==> src/rtl/wrc_pkg.sv <==
`timescale 1ns/1ps
package wrc_pkg;
  localparam int PAGE_SHIFT = 13;
  localparam int WIDE_BASE  = 'h000;
  localparam int DB_BASE    = 'h800;
  localparam int SRAM_BASE  = 'h1000;
  localparam int STRIDE     = 16;
  localparam int NUM_DB     = 3;
  localparam int SRAM_BYTES = 8;

  typedef enum logic [1:0] {
    RG_NONE = 2'd0,
    RG_WIDE = 2'd1,
    RG_DB   = 2'd2,
    RG_SRAM = 2'd3
  } region_e;
endpackage

==> src/rtl/wrc_decode.sv <==
`timescale 1ns/1ps
module wrc_decode
  import wrc_pkg::*;
#(
  parameter int ADDR_W     = 14,
  parameter int PAGES      = 2,
  parameter int NUM_WIDE   = 4,
  parameter int SRAM_DEPTH = 8
) (
  input  logic [ADDR_W-1:0] addr,
  input  logic              is64,
  output region_e           region,
  output logic [((PAGES*NUM_WIDE)>1 ? $clog2(PAGES*NUM_WIDE) : 1)-1:0] wide_idx,
  output logic [((PAGES*NUM_DB)>1 ? $clog2(PAGES*NUM_DB) : 1)-1:0]     db_idx,
  output logic [((PAGES*SRAM_DEPTH)>1 ? $clog2(PAGES*SRAM_DEPTH) : 1)-1:0] sram_idx,
  output logic [1:0]        piece
);
  localparam int PG_W = ADDR_W - PAGE_SHIFT;
  localparam int WI_W = (PAGES*NUM_WIDE) > 1 ? $clog2(PAGES*NUM_WIDE) : 1;
  localparam int DI_W = (PAGES*NUM_DB) > 1 ? $clog2(PAGES*NUM_DB) : 1;
  localparam int SI_W = (PAGES*SRAM_DEPTH) > 1 ? $clog2(PAGES*SRAM_DEPTH) : 1;

  logic [PAGE_SHIFT-1:0] off;
  logic [PG_W-1:0]       page;
  int                    off_i;
  int                    page_i;

  assign off    = addr[PAGE_SHIFT-1:0];
  assign page   = addr[ADDR_W-1:PAGE_SHIFT];
  assign off_i  = int'(off);
  assign page_i = int'(page);

  always_comb begin
    region   = RG_NONE;
    wide_idx = '0;
    db_idx   = '0;
    sram_idx = '0;
    piece    = 2'd0;
    if (page_i < PAGES && addr[1:0] == 2'b00) begin
      if (off_i >= WIDE_BASE && off_i < WIDE_BASE + NUM_WIDE*STRIDE) begin
        if (!is64 || !addr[2]) begin
          region   = RG_WIDE;
          wide_idx = WI_W'(page_i*NUM_WIDE + (off_i - WIDE_BASE)/STRIDE);
          piece    = off[3:2];
        end
      end else if (off_i >= DB_BASE && off_i < DB_BASE + NUM_DB*STRIDE) begin
        if (!is64 && off[3:2] == 2'b00) begin
          region = RG_DB;
          db_idx = DI_W'(page_i*NUM_DB + (off_i - DB_BASE)/STRIDE);
        end
      end else if (off_i >= SRAM_BASE && off_i < SRAM_BASE + SRAM_DEPTH*SRAM_BYTES) begin
        if (!is64 || !addr[2]) begin
          region   = RG_SRAM;
          sram_idx = SI_W'(page_i*SRAM_DEPTH + (off_i - SRAM_BASE)/SRAM_BYTES);
          piece    = {1'b0, off[2]};
        end
      end
    end
  end
endmodule

==> src/rtl/wrc_wide_bank.sv <==
`timescale 1ns/1ps
module wrc_wide_bank #(
  parameter int PAGES    = 2,
  parameter int NUM_WIDE = 4
) (
  input  logic        clk,
  input  logic        rst,
  input  logic        wr_en,
  input  logic        rd_en,
  input  logic        is64,
  input  logic [((PAGES*NUM_WIDE)>1 ? $clog2(PAGES*NUM_WIDE) : 1)-1:0] idx,
  input  logic [1:0]  piece,
  input  logic [63:0] wdata,
  input  logic [7:0]  wstrb,
  output logic [63:0] rdata,
  output logic        err_pulse
);
  localparam int WIDE_N = PAGES*NUM_WIDE;
  localparam int WI_W   = WIDE_N > 1 ? $clog2(WIDE_N) : 1;

  logic [127:0]    regs [WIDE_N];
  logic [127:0]    shadow;
  logic [127:0]    stage_data;
  logic [15:0]     stage_be;
  logic [2:0]      stage_vld;
  logic [WI_W-1:0] stage_idx;

  logic [3:0]   carry;
  logic [127:0] pdata, lane_m, merged_data, byte_m, cur, next_val;
  logic [15:0]  pbe, lane_be, merged_be;
  logic [2:0]   merged_vld;
  logic         match, is_first, is_last, commit_ok;

  always_comb begin
    carry      = (is64 ? 4'b0011 : 4'b0001) << piece;
    pdata      = {64'd0, (is64 ? wdata : {32'd0, wdata[31:0]})} << {piece, 5'd0};
    pbe        = {8'd0, (is64 ? wstrb : {4'd0, wstrb[3:0]})} << {piece, 2'd0};
    for (int i = 0; i < 4; i++) begin
      lane_m[i*32 +: 32] = {32{carry[i]}};
      lane_be[i*4 +: 4]  = {4{carry[i]}};
    end
    merged_data = (stage_data & ~lane_m) | pdata;
    merged_be   = (stage_be & ~lane_be) | pbe;
    merged_vld  = stage_vld | carry[2:0];
    for (int b = 0; b < 16; b++) byte_m[b*8 +: 8] = {8{merged_be[b]}};
    cur        = regs[idx];
    next_val   = (cur & ~byte_m) | (merged_data & byte_m);
    is_first   = carry[0];
    is_last    = carry[3];
    match      = stage_vld[0] && (stage_idx == idx);
    commit_ok  = is_last && match && (&merged_vld);
    err_pulse  = wr_en && !is_first && (is_last ? !commit_ok : !match);
    rdata      = 64'((piece == 2'd0 ? cur : shadow) >> {piece, 5'd0});
  end

  always_ff @(posedge clk) begin
    if (rst) begin
      for (int i = 0; i < WIDE_N; i++) regs[i] <= '0;
      shadow     <= '0;
      stage_data <= '0;
      stage_be   <= '0;
      stage_vld  <= '0;
      stage_idx  <= '0;
    end else begin
      if (wr_en) begin
        if (is_first) begin
          stage_idx  <= idx;
          stage_data <= pdata;
          stage_be   <= pbe;
          stage_vld  <= carry[2:0];
        end else if (is_last) begin
          stage_vld <= '0;
          if (commit_ok) regs[idx] <= next_val;
        end else if (match) begin
          stage_data <= merged_data;
          stage_be   <= merged_be;
          stage_vld  <= merged_vld;
        end
      end
      if (rd_en && piece == 2'd0) shadow <= cur;
    end
  end
endmodule

==> src/rtl/wrc_sram_bank.sv <==
`timescale 1ns/1ps
module wrc_sram_bank #(
  parameter int PAGES      = 2,
  parameter int SRAM_DEPTH = 8
) (
  input  logic        clk,
  input  logic        rst,
  input  logic        wr_en,
  input  logic        is64,
  input  logic [((PAGES*SRAM_DEPTH)>1 ? $clog2(PAGES*SRAM_DEPTH) : 1)-1:0] idx,
  input  logic        hi,
  input  logic [63:0] wdata,
  input  logic [7:0]  wstrb,
  output logic [63:0] rdata,
  output logic        err_pulse
);
  localparam int SRAM_N = PAGES*SRAM_DEPTH;
  localparam int SI_W   = SRAM_N > 1 ? $clog2(SRAM_N) : 1;

  logic [63:0]     mem [SRAM_N];
  logic [31:0]     lo_data;
  logic [3:0]      lo_be;
  logic            lo_vld;
  logic [SI_W-1:0] lo_idx;

  logic [63:0] cur, wval, bmask;
  logic [7:0]  wbe;
  logic        pair_ok;

  always_comb begin
    cur     = mem[idx];
    pair_ok = lo_vld && (lo_idx == idx);
    wval    = is64 ? wdata : {wdata[31:0], lo_data};
    wbe     = is64 ? wstrb : {wstrb[3:0], lo_be};
    for (int b = 0; b < 8; b++) bmask[b*8 +: 8] = {8{wbe[b]}};
    err_pulse = wr_en && !is64 && hi && !pair_ok;
    rdata     = hi ? {32'd0, cur[63:32]} : cur;
  end

  always_ff @(posedge clk) begin
    if (rst) begin
      for (int i = 0; i < SRAM_N; i++) mem[i] <= '0;
      lo_data <= '0;
      lo_be   <= '0;
      lo_vld  <= 1'b0;
      lo_idx  <= '0;
    end else if (wr_en) begin
      if (is64) begin
        mem[idx] <= (cur & ~bmask) | (wval & bmask);
      end else if (!hi) begin
        lo_data <= wdata[31:0];
        lo_be   <= wstrb[3:0];
        lo_idx  <= idx;
        lo_vld  <= 1'b1;
      end else begin
        lo_vld <= 1'b0;
        if (pair_ok) mem[idx] <= (cur & ~bmask) | (wval & bmask);
      end
    end
  end
endmodule

==> src/rtl/wrc_db_bank.sv <==
`timescale 1ns/1ps
module wrc_db_bank
  import wrc_pkg::*;
#(
  parameter int PAGES = 2
) (
  input  logic        clk,
  input  logic        rst,
  input  logic        wr_en,
  input  logic [((PAGES*NUM_DB)>1 ? $clog2(PAGES*NUM_DB) : 1)-1:0] idx,
  input  logic [31:0] wdata,
  input  logic [3:0]  wstrb,
  output logic [63:0] rdata
);
  localparam int DB_N = PAGES*NUM_DB;

  logic [31:0] regs [DB_N];
  logic [31:0] bmask;

  always_comb begin
    for (int b = 0; b < 4; b++) bmask[b*8 +: 8] = {8{wstrb[b]}};
    rdata = {32'd0, regs[idx]};
  end

  always_ff @(posedge clk) begin
    if (rst) begin
      for (int i = 0; i < DB_N; i++) regs[i] <= '0;
    end else if (wr_en) begin
      regs[idx] <= (regs[idx] & ~bmask) | (wdata & bmask);
    end
  end
endmodule

==> src/rtl/wide_reg_collector.sv <==
`timescale 1ns/1ps
module wide_reg_collector
  import wrc_pkg::*;
#(
  parameter int ADDR_W     = 14,
  parameter int PAGES      = 2,
  parameter int NUM_WIDE   = 4,
  parameter int SRAM_DEPTH = 8
) (
  input  logic              clk,
  input  logic              rst,
  input  logic              req_valid,
  output logic              req_ready,
  input  logic              req_write,
  input  logic              req_size,
  input  logic [ADDR_W-1:0] req_addr,
  input  logic [63:0]       req_wdata,
  input  logic [7:0]        req_wstrb,
  output logic              rsp_valid,
  output logic [63:0]       rsp_rdata,
  input  logic              err_clr,
  output logic              err_flag
);
  localparam int WI_W = (PAGES*NUM_WIDE) > 1 ? $clog2(PAGES*NUM_WIDE) : 1;
  localparam int DI_W = (PAGES*NUM_DB) > 1 ? $clog2(PAGES*NUM_DB) : 1;
  localparam int SI_W = (PAGES*SRAM_DEPTH) > 1 ? $clog2(PAGES*SRAM_DEPTH) : 1;

  region_e         region;
  logic [WI_W-1:0] wide_idx;
  logic [DI_W-1:0] db_idx;
  logic [SI_W-1:0] sram_idx;
  logic [1:0]      piece;
  logic [63:0]     wide_rd, db_rd, sram_rd, sel_rd;
  logic            wide_err, sram_err;
  logic            do_wr, do_rd;

  assign req_ready = 1'b1;
  assign do_wr     = req_valid && req_write;
  assign do_rd     = req_valid && !req_write;

  wrc_decode #(
    .ADDR_W(ADDR_W), .PAGES(PAGES), .NUM_WIDE(NUM_WIDE), .SRAM_DEPTH(SRAM_DEPTH)
  ) i_decode (
    .addr(req_addr), .is64(req_size), .region(region),
    .wide_idx(wide_idx), .db_idx(db_idx), .sram_idx(sram_idx), .piece(piece)
  );

  wrc_wide_bank #(.PAGES(PAGES), .NUM_WIDE(NUM_WIDE)) i_wide (
    .clk(clk), .rst(rst),
    .wr_en(do_wr && region == RG_WIDE), .rd_en(do_rd && region == RG_WIDE),
    .is64(req_size), .idx(wide_idx), .piece(piece),
    .wdata(req_wdata), .wstrb(req_wstrb), .rdata(wide_rd), .err_pulse(wide_err)
  );

  wrc_db_bank #(.PAGES(PAGES)) i_db (
    .clk(clk), .rst(rst), .wr_en(do_wr && region == RG_DB), .idx(db_idx),
    .wdata(req_wdata[31:0]), .wstrb(req_wstrb[3:0]), .rdata(db_rd)
  );

  wrc_sram_bank #(.PAGES(PAGES), .SRAM_DEPTH(SRAM_DEPTH)) i_sram (
    .clk(clk), .rst(rst), .wr_en(do_wr && region == RG_SRAM),
    .is64(req_size), .idx(sram_idx), .hi(piece[0]),
    .wdata(req_wdata), .wstrb(req_wstrb), .rdata(sram_rd), .err_pulse(sram_err)
  );

  always_comb begin
    case (region)
      RG_WIDE: sel_rd = wide_rd;
      RG_DB:   sel_rd = db_rd;
      RG_SRAM: sel_rd = sram_rd;
      default: sel_rd = '0;
    endcase
    if (!req_size) sel_rd[63:32] = 32'd0;
  end

  always_ff @(posedge clk) begin
    if (rst) begin
      rsp_valid <= 1'b0;
      rsp_rdata <= '0;
      err_flag  <= 1'b0;
    end else begin
      rsp_valid <= do_rd;
      if (do_rd) rsp_rdata <= sel_rd;
      if (wide_err || sram_err) err_flag <= 1'b1;
      else if (err_clr)         err_flag <= 1'b0;
    end
  end
endmodule

==> config.mk <==
export PLATFORM = sky130hd
export DESIGN_NAME = wide_reg_collector
export DESIGN_NICKNAME = d
export VERILOG_FILES = /design/src/rtl/wrc_pkg.sv /design/src/rtl/wrc_decode.sv /design/src/rtl/wrc_wide_bank.sv /design/src/rtl/wrc_sram_bank.sv /design/src/rtl/wrc_db_bank.sv /design/src/rtl/wide_reg_collector.sv
export SDC_FILE = /design/constraint.sdc
export NUM_CORES = 2
export LEC_CHECK = 0
export ABC_AREA = 1
export BUFFER_PORTS_ARGS = -buffer_cell sky130_fd_sc_hd__buf_2
export CAP_MARGIN = 20
export CORE_MARGIN = 2
export CORE_UTILIZATION = 46
export DETAILED_ROUTE_END_ITERATION = 7
export PLACE_DENSITY = 0.69
export RECOVER_POWER = 25
export REMOVE_ABC_BUFFERS = 1
export SLEW_MARGIN = 40
export SYNTH_ARGS = -nofsm -noshare
export SYNTH_HDL_FRONTEND = slang
export SYNTH_SLANG_ARGS = --single-unit
==> constraint.sdc <==
create_clock -name clk -period 10.2 [get_ports clk]
set_input_delay 0.51 -clock clk [delete_from_list [all_inputs] [get_ports clk]]
set_output_delay 0.51 -clock clk [all_outputs]
set_load 0.01 [all_outputs]
==> impl_metrics.env <==
export IMPL_worstReg2RegEnd="i_wide.stage_be[0]"
export IMPL_dieArea_mm2=0.273
export IMPL_core_area_mm2=0.268
export IMPL_synth_seq_cells=2657
export IMPL_r2r_cells=10
export IMPL_reg2reg_from="i_wide.stage_idx[2]"
export IMPL_initial_utilization=0.462
export IMPL_grt_pass1_wl_um=591000
export IMPL_cts_buffer_depth=4
export IMPL_grt_pass1_vias=90300
export IMPL_io_buffers=157
export IMPL_p_leak_nw=55.5
export IMPL_status="finished, violations left"
export IMPL_synth_edff_count=2304
export IMPL_synth_area_leaders="edfxtp_1, nand2_1, nor2_1"
export IMPL_crit_path_start_kind="input port"
export IMPL_ant_nets=0
export IMPL_first_pass_iters=7
export IMPL_setup_worst_path_end="i_sram.mem[1][42]"
export IMPL_root_buffer="clkbuf_16"
export IMPL_setup_viol=0
export IMPL_fin_area_mm2=0.137
export IMPL_overflow=0
export IMPL_ys_types=45
export IMPL_cts_tree="built"
export IMPL_dp_cells=16700
export IMPL_synth_ff_type="edfxtp_1"
export IMPL_yosys_warnings=0
export IMPL_clkTransAtPathRegs_ns=0.06
export IMPL_power_density_mw_per_mm2=173
export IMPL_antenna_found_initial=14
export IMPL_maxSlewHeadroom=-1.48
export IMPL_timing_hold_ws_ns=0.0830
export IMPL_ir_drop_v=0.000177
export IMPL_synth_area_leader_cell="edfxtp_1"
export IMPL_clkSinkCount=2657
export IMPL_hp_class="in -> reg"
export IMPL_rows=190
export IMPL_end_kind="register"
export IMPL_drc=0
export IMPL_nets=13500
export IMPL_die_width_um=522
export IMPL_cts_hold_buffers=3
export IMPL_syn_to_final_growth_pct=10.5
export IMPL_crit_type="in -> reg"
export IMPL_crit_path_start="rst"
export IMPL_die_h_um=522
export IMPL_failed_checks="max-capacitance violations, max-slew violations"
export IMPL_grt_usage=0.291
export IMPL_ys_seq_area_frac=0.617
export IMPL_vias_per_cell=5.70
export IMPL_drt_total_wl_um=407000
export IMPL_drive_above_1_share=0.0633
export IMPL_numCtsBuffers=294
export IMPL_fillers=24200
export IMPL_setup_tns_ns=0
export IMPL_cap_viol_max_count=15
export IMPL_synth_most_common_cell="nand2_1"
export IMPL_slew_viol_final=749
export IMPL_grt_max_degree=191
export IMPL_rsz0062_at_grt="no"
export IMPL_cp_max_fo=69
export IMPL_routabilityCongestion=0.961
export IMPL_drt_initial_drc_count=13400
export IMPL_io_pins=159
export IMPL_synth_avg_cell_area_um2=9.00
export IMPL_dr_total_vias=98000
export IMPL_fin_cells=17200
export IMPL_postCtsSetupBuffers=0
export IMPL_cts_resized=0
export IMPL_synth_area_mm2=0.124
export IMPL_tightest_slew_ns=3.72
export IMPL_syn_inst=13700
export IMPL_total_power_mw=23.6
export IMPL_htreeDepth=5
export IMPL_synth_common_cells="nand2_1, nor2_1, edfxtp_1"
export IMPL_drt_wirelength_per_cell_um=23.7
export IMPL_hold_violations=0
export IMPL_arrival_ns=8.51
export IMPL_dp_hpwl_um=239000
export IMPL_clock_fmax_mhz=126
export IMPL_r2r_slack_ns=4.51
export IMPL_ys_async_sr_fraction=0
export IMPL_fin_crit_sh=0.780
export IMPL_worstPathRequired_ns=10.75
export IMPL_synth_top_area_share=0.560
export IMPL_placed_area_mm2=0.128
export IMPL_min_period_ns=7.95
export IMPL_clock_skew_ns=0.0698
export IMPL_clk_latency_ns=0.96
-- worst min path at each step --
stage	from	to	cells past startpoint
2_1_floorplan	i_wide.stage_data[36]	i_wide.stage_data[36]	2
3_3_place_gp	i_wide.stage_data[57]	i_wide.stage_data[57]	2
3_5_place_dp	i_wide.stage_data[58]	i_wide.stage_data[58]	2
4_1_cts	req_wdata[7]	i_sram.lo_data[7]	3
5_1_grt	req_wdata[7]	i_sram.lo_data[7]	3
6_report	req_wdata[7]	i_sram.lo_data[7]	3
-- metrics by stage --
| stage | worst slack [ns] | utilization |
|---|---|---|
| finish | 2.25 | 0.511 |
| global route | 2.21 | 0.511 |
| CTS | 4.25 | 0.512 |
| detailed placement | 3.27 | 0.478 |
| global placement | 2.22 | 0.475 |
| floorplan | -14.35 | - |
-- logic make-up (layout without fill, tap and decap cells) --
family                     Yosys count  count (layout)  synth area share
buffers and inverters             2181            2069            0.0685
xor gates and xnor gates             9               9          0.000638
DFF                               2657            2657             0.617
other                                1              12         0.0000303
AOI/OAI and AO/OA                 2300            2300             0.103
and+or+nand+nor                   6579            6579             0.210
muxes                                7               7          0.000567
adders and majority gates            4               4          0.000526
-- registers in the layout, summed over array words and instances, names as in the netlist, named ones only --
signal / cells
i_sram.lo_vld: 1
i_sram.lo_idx: 4
i_wide.regs: 1024
rsp_rdata: 64
i_wide.shadow: 96
i_db.regs: 256
err_flag: 1
i_wide.stage_data: 128
i_wide.stage_vld: 2
rsp_valid: 1
i_sram.mem: 1024
i_wide.stage_be: 16
i_sram.lo_data: 32
i_sram.lo_be: 4
i_wide.stage_idx: 3
-- worst max-delay path: stages --
cell and delay, ns:
clkbuf_1 2.48, clkbuf_1 1.92, nor3_1 0.29, nand2_1 0.36, nor3_1 0.17, nand2_1 0.86
nand2_1 1.09, buf_6 0.56
-- routing by layer --
| metal | global-route usage | up-vias | wire length (um) |
|---|---|---|---|
| li1 | - | 44500 | - |
| met5 | 0 | - | 19 |
| met2 | 0.447 | 6017 | 183000 |
| met1 | 0.375 | 46300 | 148000 |
| met3 | 0.0655 | 1189 | 49400 |
| met4 | 0.179 | 2 | 26900 |
-- cell type report --
cell class / instances / area (um^2) / area share
multi-input combinational: 8900 / 39700 / 0.291
clock buffer: 382 / 7960 / 0.0583
inverter: 1205 / 4550 / 0.0333
tap: 3552 / 4440 / 0.0325
clock inverter: 117 / 993 / 0.00727
sequential: 2657 / 76300 / 0.558
timing repair buffer: 365 / 2730 / 0.0200
antenna: 11 / 27.5 / 0.000201
-- report_power, final --
| part | total [mW] | leakage [nW] | switching (mW) | internal, mW |
|---|---|---|---|---|
| Sequential | 12.2 | 25.5 | 0.0893 | 12.1 |
| Clock | 10.2 | 4.37 | 4.29 | 5.90 |
| Combinational | 1.22 | 25.6 | 0.995 | 0.230 |
-- layout by cell type (no fill, tap or decap), types with 38 or more instances in the layout --
cell       count
clkinv_1      64
a21oi_1      408
clkinv_2      38
nand3_1      445
nand3b_1     107
edfxtp_1    2304
clkbuf_1     154
o21a_1       150
nand2_1     3266
o21ai_1      109
buf_2         89
o21ai_2       67
inv_1       1170
nor2_1      2600
buf_4        127
or2_2         41
clkbuf_16    304
o22ai_1      110
o21ai_0     1213
o211ai_1     112
dfxtp_1      353
Note: power is estimated with default switching activity, not from simulation.
